## src/rtl/otp_prog_pkg.sv

```systemverilog
package otp_prog_pkg;

  localparam logic [15:0] UNLOCK_KEY = 16'h3E77;

  localparam logic [1:0] SEL_CTRL = 2'd0;
  localparam logic [1:0] SEL_TIME = 2'd1;
  localparam logic [1:0] SEL_DATA = 2'd2;

  typedef struct packed {
    logic [5:0]  rd;
    logic [3:0]  relax;
    logic [11:0] sp;
  } timing_t;

  typedef enum logic [2:0] {
    S_IDLE,
    S_READ,
    S_SCAN,
    S_STRB,
    S_GAP,
    S_POST
  } burn_state_t;

endpackage

```

## src/rtl/otp_ctrl_regs.sv

```systemverilog
module otp_ctrl_regs
  import otp_prog_pkg::*;
#(
  parameter int ADDR_W = 8
) (
  input  logic              clk,
  input  logic              rst_n,
  input  logic [1:0]        sel,
  input  logic              we,
  input  logic [31:0]       wdata,
  input  logic              busy,
  input  logic              fuse_lock,
  output logic [ADDR_W-1:0] ctrl_addr,
  output logic [15:0]       unlock_q,
  output logic              err_q,
  output timing_t           timing_q,
  output logic              start
);

  logic              wr_ctrl, wr_time, wr_data, armed, accept, lock_hit;
  logic [ADDR_W-1:0] addr_d;
  logic [15:0]       unlock_d;
  logic              err_d;
  timing_t           timing_d;
  logic              unused_bits;

  assign unused_bits = ^{wdata[31:22], wdata[15:10], wdata[8]};

  assign wr_ctrl  = we && (sel == SEL_CTRL);
  assign wr_time  = we && (sel == SEL_TIME);
  assign wr_data  = we && (sel == SEL_DATA);
  assign armed    = (unlock_q == UNLOCK_KEY);
  assign accept   = wr_data && armed && !busy && !err_q;
  assign start    = accept && !fuse_lock;
  assign lock_hit = accept && fuse_lock;

  always_comb begin
    addr_d   = ctrl_addr;
    unlock_d = unlock_q;
    err_d    = err_q;
    timing_d = timing_q;
    if (wr_ctrl) begin
      addr_d   = wdata[ADDR_W-1:0];
      unlock_d = wdata[31:16];
      if (wdata[9]) err_d = 1'b0;
    end
    if (wr_time) timing_d = wdata[21:0];
    if (wr_data && !busy) unlock_d = '0;
    if (lock_hit) err_d = 1'b1;
  end

  always_ff @(posedge clk or negedge rst_n) begin
    if (!rst_n) begin
      ctrl_addr <= '0;
      unlock_q  <= '0;
      err_q     <= 1'b0;
      timing_q  <= '0;
    end else begin
      if (wr_ctrl || wr_data || lock_hit) begin
        ctrl_addr <= addr_d;
        unlock_q  <= unlock_d;
        err_q     <= err_d;
      end
      if (wr_time) timing_q <= timing_d;
    end
  end

  // a locked request never raises BUSY together with ERROR
  p_lock_no_busy_r8: assert property (@(posedge clk) disable iff (!rst_n)
    $rose(err_q) |-> !busy);

  // an accepted burn leaves the block disarmed
  p_start_disarms_r4: assert property (@(posedge clk) disable iff (!rst_n)
    start |=> (unlock_q != UNLOCK_KEY));

endmodule

```

## src/rtl/otp_burn_seq.sv

```systemverilog
module otp_burn_seq
  import otp_prog_pkg::*;
#(
  parameter int ADDR_W      = 8,
  parameter int DW          = 32,
  parameter int POST_CYCLES = 500
) (
  input  logic              clk,
  input  logic              rst_n,
  input  logic              start,
  input  logic [ADDR_W-1:0] addr_in,
  input  logic [DW-1:0]     wdata,
  input  timing_t           timing,
  input  logic [DW-1:0]     fuse_rdata,
  output logic              busy,
  output logic [ADDR_W-1:0] addr_q,
  output logic [DW-1:0]     data_q,
  output logic [$clog2(DW)-1:0] bitpos,
  output logic              strobe,
  output logic              pbit
);

  localparam int BW    = $clog2(DW);
  localparam int PW    = $clog2(POST_CYCLES + 1);
  localparam int CNT_W = (PW > 13) ? PW : 13;
  localparam logic [BW-1:0] LAST_BIT = BW'(DW - 1);

  burn_state_t       st_q, st_d;
  logic [CNT_W-1:0]  cnt_q, cnt_d, strb_len, relax_len;
  logic [BW-1:0]     bit_q, bit_d;
  logic [DW-1:0]     data_d;
  logic [ADDR_W-1:0] addr_d;
  logic              adv;

  assign strb_len  = CNT_W'(timing.sp) + CNT_W'(timing.relax);
  assign relax_len = CNT_W'(timing.relax);

  always_comb begin
    st_d   = st_q;
    cnt_d  = cnt_q;
    bit_d  = bit_q;
    data_d = data_q;
    addr_d = addr_q;
    adv    = 1'b0;
    case (st_q)
      S_IDLE: if (start) begin
        st_d   = S_READ;
        cnt_d  = '0;
        data_d = wdata;
        addr_d = addr_in;
      end
      S_READ: if (cnt_q == CNT_W'(timing.rd)) begin
        st_d   = S_SCAN;
        cnt_d  = '0;
        bit_d  = '0;
        data_d = data_q & ~fuse_rdata;
      end else begin
        cnt_d = cnt_q + CNT_W'(1);
      end
      S_SCAN: if (data_q[0]) begin
        st_d  = S_STRB;
        cnt_d = '0;
      end else begin
        adv = 1'b1;
      end
      S_STRB: if ((cnt_q + CNT_W'(1)) >= strb_len) begin
        cnt_d = '0;
        if (timing.relax == '0) adv = 1'b1;
        else st_d = S_GAP;
      end else begin
        cnt_d = cnt_q + CNT_W'(1);
      end
      S_GAP: if ((cnt_q + CNT_W'(1)) >= relax_len) adv = 1'b1;
             else cnt_d = cnt_q + CNT_W'(1);
      S_POST: if (cnt_q == CNT_W'(POST_CYCLES - 1)) st_d = S_IDLE;
              else cnt_d = cnt_q + CNT_W'(1);
      default: st_d = S_IDLE;
    endcase
    if (adv) begin
      data_d = data_q >> 1;
      cnt_d  = '0;
      if (bit_q == LAST_BIT) begin
        st_d = S_POST;
      end else begin
        st_d  = S_SCAN;
        bit_d = bit_q + BW'(1);
      end
    end
  end

  always_ff @(posedge clk or negedge rst_n) begin
    if (!rst_n) begin
      st_q   <= S_IDLE;
      cnt_q  <= '0;
      bit_q  <= '0;
      data_q <= '0;
      addr_q <= '0;
    end else begin
      st_q   <= st_d;
      cnt_q  <= cnt_d;
      bit_q  <= bit_d;
      data_q <= data_d;
      if (st_q == S_IDLE) addr_q <= addr_d;
    end
  end

  assign busy   = (st_q != S_IDLE);
  assign strobe = (st_q == S_STRB);
  assign pbit   = strobe & data_q[0];
  assign bitpos = bit_q;

  // a strobe is only ever issued for a position that still holds a 1
  p_strobe_on_one_r5: assert property (@(posedge clk) disable iff (!rst_n)
    strobe |-> data_q[0]);

  // the latched address holds for the whole burn
  p_addr_hold_r6: assert property (@(posedge clk) disable iff (!rst_n)
    (busy && $past(busy)) |-> $stable(addr_q));

  // all positions are consumed before the quiet period
  p_post_zero_r7: assert property (@(posedge clk) disable iff (!rst_n)
    (st_q == S_POST) |-> (data_q == '0));

  // leaving the quiet period only after its full length
  p_post_len_r11: assert property (@(posedge clk) disable iff (!rst_n)
    ($past(st_q) == S_POST && st_q == S_IDLE) |-> ($past(cnt_q) == CNT_W'(POST_CYCLES - 1)));

endmodule

```

## src/rtl/otp_prog_ctrl.sv

```systemverilog
module otp_prog_ctrl
  import otp_prog_pkg::*;
#(
  parameter int ADDR_W  = 8,
  parameter int CLK_MHZ = 250,
  parameter int POST_NS = 2000
) (
  input  logic              clk,
  input  logic              rst_n,
  input  logic [1:0]        reg_sel,
  input  logic              reg_we,
  input  logic [31:0]       reg_wdata,
  output logic [31:0]       reg_rdata,
  output logic [ADDR_W-1:0] fuse_addr,
  input  logic [31:0]       fuse_rdata,
  input  logic              fuse_lock,
  output logic              prog_strobe,
  output logic              prog_bit,
  output logic [4:0]        prog_bitpos
);

  localparam int POST_CYCLES = (POST_NS * CLK_MHZ + 999) / 1000;

  logic              rst_meta, rst_sync;
  logic [ADDR_W-1:0] ctrl_addr, addr_q;
  logic [15:0]       unlock_q;
  logic              err_q, busy, start;
  timing_t           timing_q;
  logic [31:0]       data_q;

  always_ff @(posedge clk or negedge rst_n) begin
    if (!rst_n) begin
      rst_meta <= 1'b0;
      rst_sync <= 1'b0;
    end else begin
      rst_meta <= 1'b1;
      rst_sync <= rst_meta;
    end
  end

  otp_ctrl_regs #(.ADDR_W(ADDR_W)) regs_i (
    .clk       (clk),
    .rst_n     (rst_sync),
    .sel       (reg_sel),
    .we        (reg_we),
    .wdata     (reg_wdata),
    .busy      (busy),
    .fuse_lock (fuse_lock),
    .ctrl_addr (ctrl_addr),
    .unlock_q  (unlock_q),
    .err_q     (err_q),
    .timing_q  (timing_q),
    .start     (start)
  );

  otp_burn_seq #(.ADDR_W(ADDR_W), .DW(32), .POST_CYCLES(POST_CYCLES)) seq_i (
    .clk        (clk),
    .rst_n      (rst_sync),
    .start      (start),
    .addr_in    (ctrl_addr),
    .wdata      (reg_wdata),
    .timing     (timing_q),
    .fuse_rdata (fuse_rdata),
    .busy       (busy),
    .addr_q     (addr_q),
    .data_q     (data_q),
    .bitpos     (prog_bitpos),
    .strobe     (prog_strobe),
    .pbit       (prog_bit)
  );

  assign fuse_addr = busy ? addr_q : ctrl_addr;

  always_comb begin
    case (reg_sel)
      SEL_CTRL: reg_rdata = {unlock_q, 5'b0, 1'b0, err_q, busy, 8'(ctrl_addr)};
      SEL_TIME: reg_rdata = {10'b0, timing_q};
      SEL_DATA: reg_rdata = data_q;
      default:  reg_rdata = '0;
    endcase
  end

endmodule

```

## config.mk

```make
export PLATFORM = sky130hd
export DESIGN_NAME = otp_prog_ctrl
export DESIGN_NICKNAME = d
export VERILOG_FILES = /design/src/rtl/otp_prog_pkg.sv /design/src/rtl/otp_ctrl_regs.sv /design/src/rtl/otp_burn_seq.sv /design/src/rtl/otp_prog_ctrl.sv
export SDC_FILE = /design/constraint.sdc
export NUM_CORES = 1
export LEC_CHECK = 0
export BUFFER_PORTS_ARGS = -buffer_cell sky130_fd_sc_hd__buf_2
export CAP_MARGIN = 20
export CORE_MARGIN = 1.5
export CORE_UTILIZATION = 51
export CTS_CLUSTER_SIZE = 24
export DETAILED_ROUTE_END_ITERATION = 8
export GPL_TIMING_DRIVEN = 0
export MAX_ROUTING_LAYER = met4
export PLACE_DENSITY = 0.77
export REMOVE_ABC_BUFFERS = 1
export SYNTH_ARGS = -nofsm -noshare
export SYNTH_HDL_FRONTEND = slang
export SYNTH_SLANG_ARGS = --single-unit
```

## constraint.sdc

```tcl
create_clock -name clk -period 3.31 [get_ports clk]
set_input_delay 0.662 -clock clk [delete_from_list [all_inputs] [get_ports clk]]
set_output_delay 0.662 -clock clk [all_outputs]
set_load 0.05 [all_outputs]
```

==> results of run 1 <==
[worst register-to-register path, delay by kind of cell, from the launching register on]
| family | cells | cell delay (ns) |
|---|---|---|
| flops | 1 | 0.41 |
| xor+xnor | 1 | 0.17 |
| fa+ha+maj | 3 | 0.85 |
| compound gates | 5 | 0.74 |
| buf+inv | 1 | 0.04 |
| simple gates | 8 | 1.78 |
[timing repair]
action	in CTS	in global routing
hold buffers	0	0
setup endpoints to repair	61	56
pin swaps	26	32
resized for setup	58	59
hold endpoints to repair	0	0
buffers inserted	18	8
cloned	4	3
[kinds of logic (layout without fill, tap and decap cells)]
group           Yosys count  in the layout
flops                   110            110
other cells               1              1
fa+ha+maj                25             25
compound gates          166            168
buf+inv                  61            178
xor+xnor                 27             27
simple gates            295            300
mux                      57             57
[how the worst max path moves through the flow]
stage                        startpoint  slack, ns                to  cells after the start
CTS                  regs_i.timing_q[0]      -0.66  seq_i.data_q[23]                     19
finish               regs_i.timing_q[0]      -0.79     seq_i.st_q[0]                     18
global route        regs_i.timing_q[14]      -0.87     seq_i.st_q[0]                     19
floorplan                    reg_sel[1]      -2.13    seq_i.cnt_q[6]                      8
detailed placement           reg_sel[1]      -1.59   seq_i.data_q[0]                     10
global placement             reg_sel[1]      -5.59    seq_i.cnt_q[6]                      9
[layout make-up]
cell class / instances / area (µm²) / area share [%]
multi-input cells: 578 / 4040 / 48.7
flip-flops and latches: 110 / 2760 / 33.2
repair buffers: 147 / 923 / 11.1
clock buffers: 10 / 239 / 2.88
well taps: 172 / 215 / 2.59
clock inverters: 6 / 68.8 / 0.829
inverters: 15 / 56.3 / 0.678
[per-stage QoR]
| step | TNS (ns) | instance area [µm²] | power [mW] | cells |
|---|---|---|---|---|
| floorplan | -95.13 | 6380 | 2.04 | 696 |
| finish | -34.00 | 8300 | 3.51 | 1038 |
| global placement | -443.92 | 7180 | 2.25 | 984 |
| global route | -38.85 | 8300 | 3.65 | 1038 |
| detailed placement | -81.31 | 7300 | 2.28 | 989 |
| CTS | -31.83 | 8030 | 3.47 | 1027 |
[Yosys cell counts (2+ instances only)]
cell type,count,share of area (%)
a21o_1,7,0.79
a21oi_1,30,2.3
a221oi_1,2,0.27
a22o_1,7,0.93
a22oi_1,30,3.4
a31oi_1,3,0.28
a32o_1,5,0.76
and2_1,5,0.47
and3_1,5,0.47
and4_1,4,0.53
buf_1,6,0.34
buf_2,6,0.45
buf_6,5,0.85
clkbuf_1,25,1.4
clkbuf_2,3,0.23
dfrtp_1,110,42
ha_1,24,4.5
inv_1,15,0.85
mux2_2,30,5.1
mux2i_1,27,4.1
nand2_1,155,8.8
nand2b_1,9,0.85
nand3_1,13,0.98
nand3_2,2,0.30
nand4_1,6,0.57
nand4b_1,2,0.27
nor2_1,57,3.2
nor2b_1,7,0.66
nor3_1,9,0.68
nor4_1,7,0.66
o21a_1,2,0.23
o21ai_0,58,4.4
o21ai_1,4,0.30
o21bai_1,3,0.34
o22ai_1,2,0.19
o31a_1,2,0.27
o31ai_1,2,0.23
or3_1,3,0.28
or4_1,3,0.34
xnor2_1,11,1.5
xor2_1,16,2.1
[layer usage]
layer	part of all wire (%)	wire [µm]
met5	0	0
met4	4.8	981
met3	9.3	1900
met2	47	9550
met1	39	7960
[registers in the layout, indices dropped and copies added, names as in the netlist]
name              count
seq_i.data_q         32
regs_i.timing_q      22
regs_i.unlock_q      16
seq_i.cnt_q          13
regs_i.ctrl_addr      8
seq_i.addr_q          8
seq_i.bitpos          5
seq_i.st_q            3
regs_i.err_q          1
rst_meta              1
rst_sync              1
[power groups by stage]
stage | Combinational (mW) | Clock (mW) | Sequential (mW)
after floorplan | 0.478 | 0 | 1.56
after global placement | 0.638 | 0 | 1.61
after detailed placement | 0.674 | 0 | 1.60
after CTS | 0.749 | 1.15 | 1.57
after global routing | 0.856 | 1.20 | 1.59
final | 0.790 | 1.14 | 1.58
[placed cells by master (no fill, tap or decap), drive strengths merged, types with 2 or more instances in the layout]
master,synthesis,routed
a21oi,30,30
or3,3,3
nor3,10,10
nor2,57,57
a31oi,3,3
a32o,5,5
and3,6,6
and4,4,4
dfrtp,110,110
a21o,7,7
clkbuf,28,10
clkinv,0,3
a22o,7,7
o22ai,2,2
or4,3,3
nand4b,2,2
and2,5,5
xor2,16,16
o31ai,2,2
nand4,6,6
a31o,1,3
xnor2,11,11
o21a,2,2
o21bai,3,3
o21ai,63,63
inv,15,16
nor4,8,8
nand2b,9,9
o311ai,2,2
mux2,30,30
o31a,2,2
nand2,156,160
mux2i,27,27
a22oi,30,30
nor2b,7,7
ha,24,24
a221oi,2,2
buf,18,147
nand3,15,16
==> results.tsv, run 1 <==
metric	value	unit
sw power	1.12	mW
layer with the highest usage	met2	
I/O pin cnt	117	
final WL	20.4	mm
number of synthesized flops with an enable pin	0	
Setup WS post-layout	-0.791	ns
Int Pwr	2.39	mW
Crit Path Max Fanout	5	
drt wl/cell	19.6	µm
initial antenna violation count	0	
CTS tree	built	
Worst-Skew Late Latency	0.37	ns
drt first pass iters	8	
Worst Path Arrival	4.37	ns
min-delay worst type	in -> async	
DRC	0	
final period utilization	124	%
GR Util All Layers	30.9	%
synthesis-to-layout area growth	25.6	%
core box area	12600	µm²
grt ovf	0	
placement row count	41	
combinational share of power	22.5	%
R2R Path End	seq_i.st_q[0]	
total clock sinks	110	
sw frac	31.9	%
average size of a mapped cell	8.91	µm²
main combinational cell family by area after synthesis	simple AND/OR/NAND/NOR gates	
count of final max-slew check failures	0	
vias in the first global route	5918	
Cell Pwr Density	423	nW/µm²
crit start category	flop	
Initial Util	52.4	%
R2R Setup Slk	-0.79	ns
Worst path max stage delay	0.41	ns
input/output buffers	116	
XOR/XNOR share of the synthesized area	3.58	%
Synth Warn #	0	
most frequent CP cell	and2_4	
met2 Use GR	46.7	%
total CTS buffers	9	
Crit path max-delay family	simple AND/OR/NAND/NOR gates	
fmax	244	MHz
Hold Slack	0.0673	ns
Die X	117	µm
clk buf depth	2	
Synth cell types	61	
Tmin final	4.10	ns
max_slew headroom	27.7	%
share of layout cells above drive strength 1	32.0	%
die area	13700	µm²
post-synthesis register bit count	110	
Final Setup Violations	56	
Data required, critical path	3.58	ns
H-tree levels	3	
clock share of power	32.5	%
FFs w/ async S/R, synth	100	%
sequential fraction of the synthesis area	41.6	%
post-synthesis simple-gate area fraction	20.3	%
n_diodes	0	
status	complete, but fails checks	
via density per instance	6.14	
Cells after Synth	742	
# fillers	1053	
clock skew	0.0101	ns
leakage power	4.06	nW
ANT nets after route	0	
GRT met1 Usage	39.6	%
Post-Synth Adder-Cell Area	4.85	%
failing checks	negative setup slack	
worst-margin pin slew	1.08	ns
crit path max-delay cell type	dfrtp_1	
via count	6374	
max cap viols	0	
kind of critical path	reg -> reg	
DP Wirelength	12.3	mm
Core Util, Final	65.8	%
R2R Path Start	regs_i.timing_q[0]	
R2R cell count	18	
largest net degree at the start of global routing	62	
met3 global-route usage	5.87	%
Die H	117	µm
routability cong.	0.933	
maximum vdd drop	0.277	mV
Seq pwr share	45.0	%
Synth Area in Compound Gates	16.1	%
initial DRC count	522	
mux share of post-synthesis cell area	9.20	%
predominant post-synthesis flop cell	dfrtp_1	
root buffer cell	clkbuf_16	
first-pass GRT wire length	30.8	mm
final hold violations	0	
Setup crit end kind	flop	
Crit path buffers/inverters	1	
unrepaired setup endpoints after global routing	true	
CP Cell Sequence	ha_2, inv_2, fa_2, nor2b_2, o21ai_1, nand2b_1, and2_4, nand4_1, xor2_1, ha_1, and4_1, or3b_4, o31ai_4, o211ai_1, o31a_2, and2_4, or3_1, o311ai_2	
CTS clk-pin slew, worst paths	0.08	ns
synthesized area	6610	µm²
Nets	956	
pre-CTS setup slack	-1.59	ns
Power figures use the tool's default switching activity.
==> run 2: changes to the inputs <==
--- a/config.mk
+++ b/config.mk
@@ -6,7 +6,7 @@
 export NUM_CORES = 1
 export LEC_CHECK = 0
 export BUFFER_PORTS_ARGS = -buffer_cell sky130_fd_sc_hd__buf_2
-export CAP_MARGIN = 20
+export CAP_MARGIN = 15
 export CORE_MARGIN = 1.5
 export CORE_UTILIZATION = 51
 export CTS_CLUSTER_SIZE = 24
@@ -14,7 +14,6 @@
 export GPL_TIMING_DRIVEN = 0
 export MAX_ROUTING_LAYER = met4
 export PLACE_DENSITY = 0.77
-export REMOVE_ABC_BUFFERS = 1
 export SYNTH_ARGS = -nofsm -noshare
 export SYNTH_HDL_FRONTEND = slang
 export SYNTH_SLANG_ARGS = --single-unit
==> run 2 against run 1 <==
Effect of this change:
- the run still ends with negative setup slack left
- via count shrank 0.74%
- combinational power rose by 5.9%
- count of clock-buffer cells in the layout stayed put
- critical path type unchanged
- highest routed layer unchanged
==> results.tsv, run 2 (synthesis results as in run 1) <==
metric	value	unit	change
status	complete, but fails checks		
failing checks	negative setup slack		
Nets	996		+4.2%
most frequent cells in the layout	nand2_1, buf_2, dfrtp_1, nor2_1, o21ai_1		
min-delay worst type	in -> async		
biggest regs	seq_i.data_q: 32 flops, regs_i.timing_q: 22 flops, regs_i.unlock_q: 16 flops		
CP Cell Sequence	ha_2, inv_2, fa_2, nor2b_1, o21ai_1, nand2b_1, and2_4, nand4_1, xor2_1, ha_1, and4_4, or3b_4, o31ai_4, o211ai_1, o31a_1, buf_4, buf_8, nand2_8, buf_6, a21oi_2, a21o_1		
Hold Slack	0.0680	ns	+0.000758 ns
number of flip-flops in the largest register	32		unchanged
sw frac	33.0	%	+1.1 points
total clock sinks	110		unchanged
clock share of power	30.3	%	-2.2 points
Setup WS post-layout	-0.607	ns	+0.184 ns
root buffer cell	clkbuf_16		
Die H	117	µm	unchanged
worst-margin pin slew	0.832	ns	-0.246 ns
core box area	12600	µm²	unchanged
H-tree levels	3		unchanged
first-pass GRT wire length	31.4	mm	+1.8%
crit start category	flop		
final WL	20.4	mm	about the same
crit path max-delay cell type	or3b_4		
# fillers	1055		+0.19%
final hold violations	0		unchanged
WL met3	1.55	mm	-18%
drt wl/cell	18.9	µm	-3.7%
Worst-Skew Late Latency	0.36	ns	about the same
DRC	0		unchanged
max cap viols	0		unchanged
initial antenna violation count	0		unchanged
share of layout cells above drive strength 1	30.2	%	-1.7 points
routability cong.	0.907		-2.8%
Final Power	3.47	mW	-1.3%
Post-Synthesis Net Count	837		
initial DRC count	486		-6.9%
Int Pwr	2.32	mW	-2.9%
clock skew	0.00852	ns	-0.00162 ns
Crit Path Max Fanout	5		unchanged
Routed met1 length	8.61	mm	+8.1%
Die X	117	µm	unchanged
ANT nets after route	0		unchanged
top sig layer	met4		
leakage power	4.06	nW	about the same
most common cell after layout, fill and taps aside	nand2_1		
final period utilization	118	%	-5.6 points
FF+latch area	2760	µm²	about the same
vias in the first global route	5987		+1.2%
Initial Util	52.4	%	unchanged
Seq pwr share	45.5	%	+0.5 points
die area	13700	µm²	unchanged
input/output buffers	116		unchanged
via density per instance	5.87		-4.4%
I/O pin cnt	117		unchanged
kind of critical path	reg -> reg		
Tmin final	3.92	ns	-0.184 ns
total CTS buffers	9		unchanged
n_diodes	0		unchanged
Cell Pwr Density	418	nW/µm²	-1.4%
largest net degree at the start of global routing	62		unchanged
Crit path buffers/inverters	4		+3
unrepaired setup endpoints after global routing	true		
Final Setup Violations	53		-5.4%
fmax	255	MHz	+4.7%
Crit path max-delay family	simple AND/OR/NAND/NOR gates		
synthesis-to-layout area growth	25.6	%	about the same
via count	6327		-0.74%
metal2 WL	9.59	mm	+0.42%
CTS clk-pin slew, worst paths	0.08	ns	about the same
GR Util All Layers	31.3	%	+0.46 points
max_slew headroom	43.1	%	+15 points
Worst path max stage delay	0.40	ns	about the same
grt ovf	0		unchanged
sw power	1.14	mW	+2.0%
drt first pass iters	5		-3
largest reg by FF count	seq_i.data_q		
clk buf depth	2		unchanged
multi-input logic area	3860	µm²	-4.6%
combinational share of power	24.1	%	+1.6 points
count of final max-slew check failures	0		unchanged
DP Wirelength	14.0	mm	+13%
Worst Path Arrival	4.17	ns	-0.20 ns
maximum vdd drop	0.397	mV	+43%
Setup crit end kind	flop		
CTS tree	built		
Data required, critical path	3.56	ns	-0.02 ns
placement row count	41		unchanged
CTS hold repair buffers	0		unchanged
[run 2: cell types whose count changed in the layout (fill, tap and decap cells not counted), sizes merged, moves of 2 or more]
| cell | delta |
|---|---|
| nand2 | -3 |
| clkbuf | +27 |
| buf | +19 |
| a31o | -2 |
[run 2: layer usage]
| layer | up-vias | GRT usage [%] |
|---|---|---|
| met1 | 3075 | 41.9 |
| li1 | 2923 | - |
| met5 | - | - |
| met3 | 56 | 5.10 |
| met4 | 0 | 12.8 |
| met2 | 273 | 48.0 |
[run 2: final cells by class]
type | count | share of cell area, %
clock inverters | 6 | 0.557
well taps | 172 | 2.59
plain buffers | 46 | 3.16
inverters | 15 | 0.678
multi-input cells | 572 | 46.4
repair buffers | 147 | 10.6
flip-flops and latches | 110 | 33.2
clock buffers | 10 | 2.76
[run 2: through the flow]
step	instances	worst slack, ns	utilization, %	TNS (ns)	area [µm²]
6_report	1078	-0.607	65.8	-29.09	8310
5_1_grt	1078	-0.781	65.8	-37.23	8310
4_1_cts	1068	-0.494	63.4	-23.28	8000
3_5_place_dp	1031	-0.835	59.4	-38.04	7500
3_3_place_gp	1030	-1.32	59.2	-177.87	7470
2_1_floorplan	742	-0.536	-	-15.66	6670
[run 2: timing repair]
action / 4_1_cts / 5_1_grt
resized for setup: 19 / 53
buffers inserted: 18 / 8
gates cloned: 3 / 2
pin swaps: 8 / 66
endpoints found under the setup margin: 72 / 69
[run 2: worst reg2reg max path, cell delays in order, from the launching register on]
cell and delay, ns:
dfrtp_1 0.36, ha_2 0.19, inv_2 0.04, fa_2 0.33, nor2b_1 0.13, o21ai_1 0.07, nand2b_1 0.09, and2_4 0.16
nand4_1 0.11, xor2_1 0.16, ha_1 0.29, and4_4 0.22, or3b_4 0.40, o31ai_4 0.20, o211ai_1 0.17, o31a_1 0.16
buf_4 0.15, buf_8 0.14, nand2_8 0.13, buf_6 0.12, a21oi_2 0.04, a21o_1 0.15
[run 2: path summary, 6_finish.rpt]
| kind | start | slack, ns | cells after the start | endpoint |
|---|---|---|---|---|
| max in group asynchronous | rst_sync | 2.21 | 1 | seq_i.cnt_q[0] |
| max reg2reg | regs_i.timing_q[0] | -0.61 | 21 | seq_i.bitpos[4] |
| min in group clk | rst_meta | 0.35 | 0 | rst_sync |
| max | regs_i.timing_q[0] | -0.61 | 21 | seq_i.bitpos[4] |
| min reg2reg | rst_sync | 0.35 | 0 | seq_i.data_q[22] |
| min | rst_n | 0.07 | 1 | rst_sync |
[run 2: power groups by stage]
stage	clock network (mW)	logic (mW)	registers, mW
floorplan	0	0.505	1.56
global placement	0	0.659	1.61
detailed placement	0	0.702	1.60
CTS	1.06	0.779	1.57
global route	1.11	0.908	1.59
finish	1.05	0.837	1.58
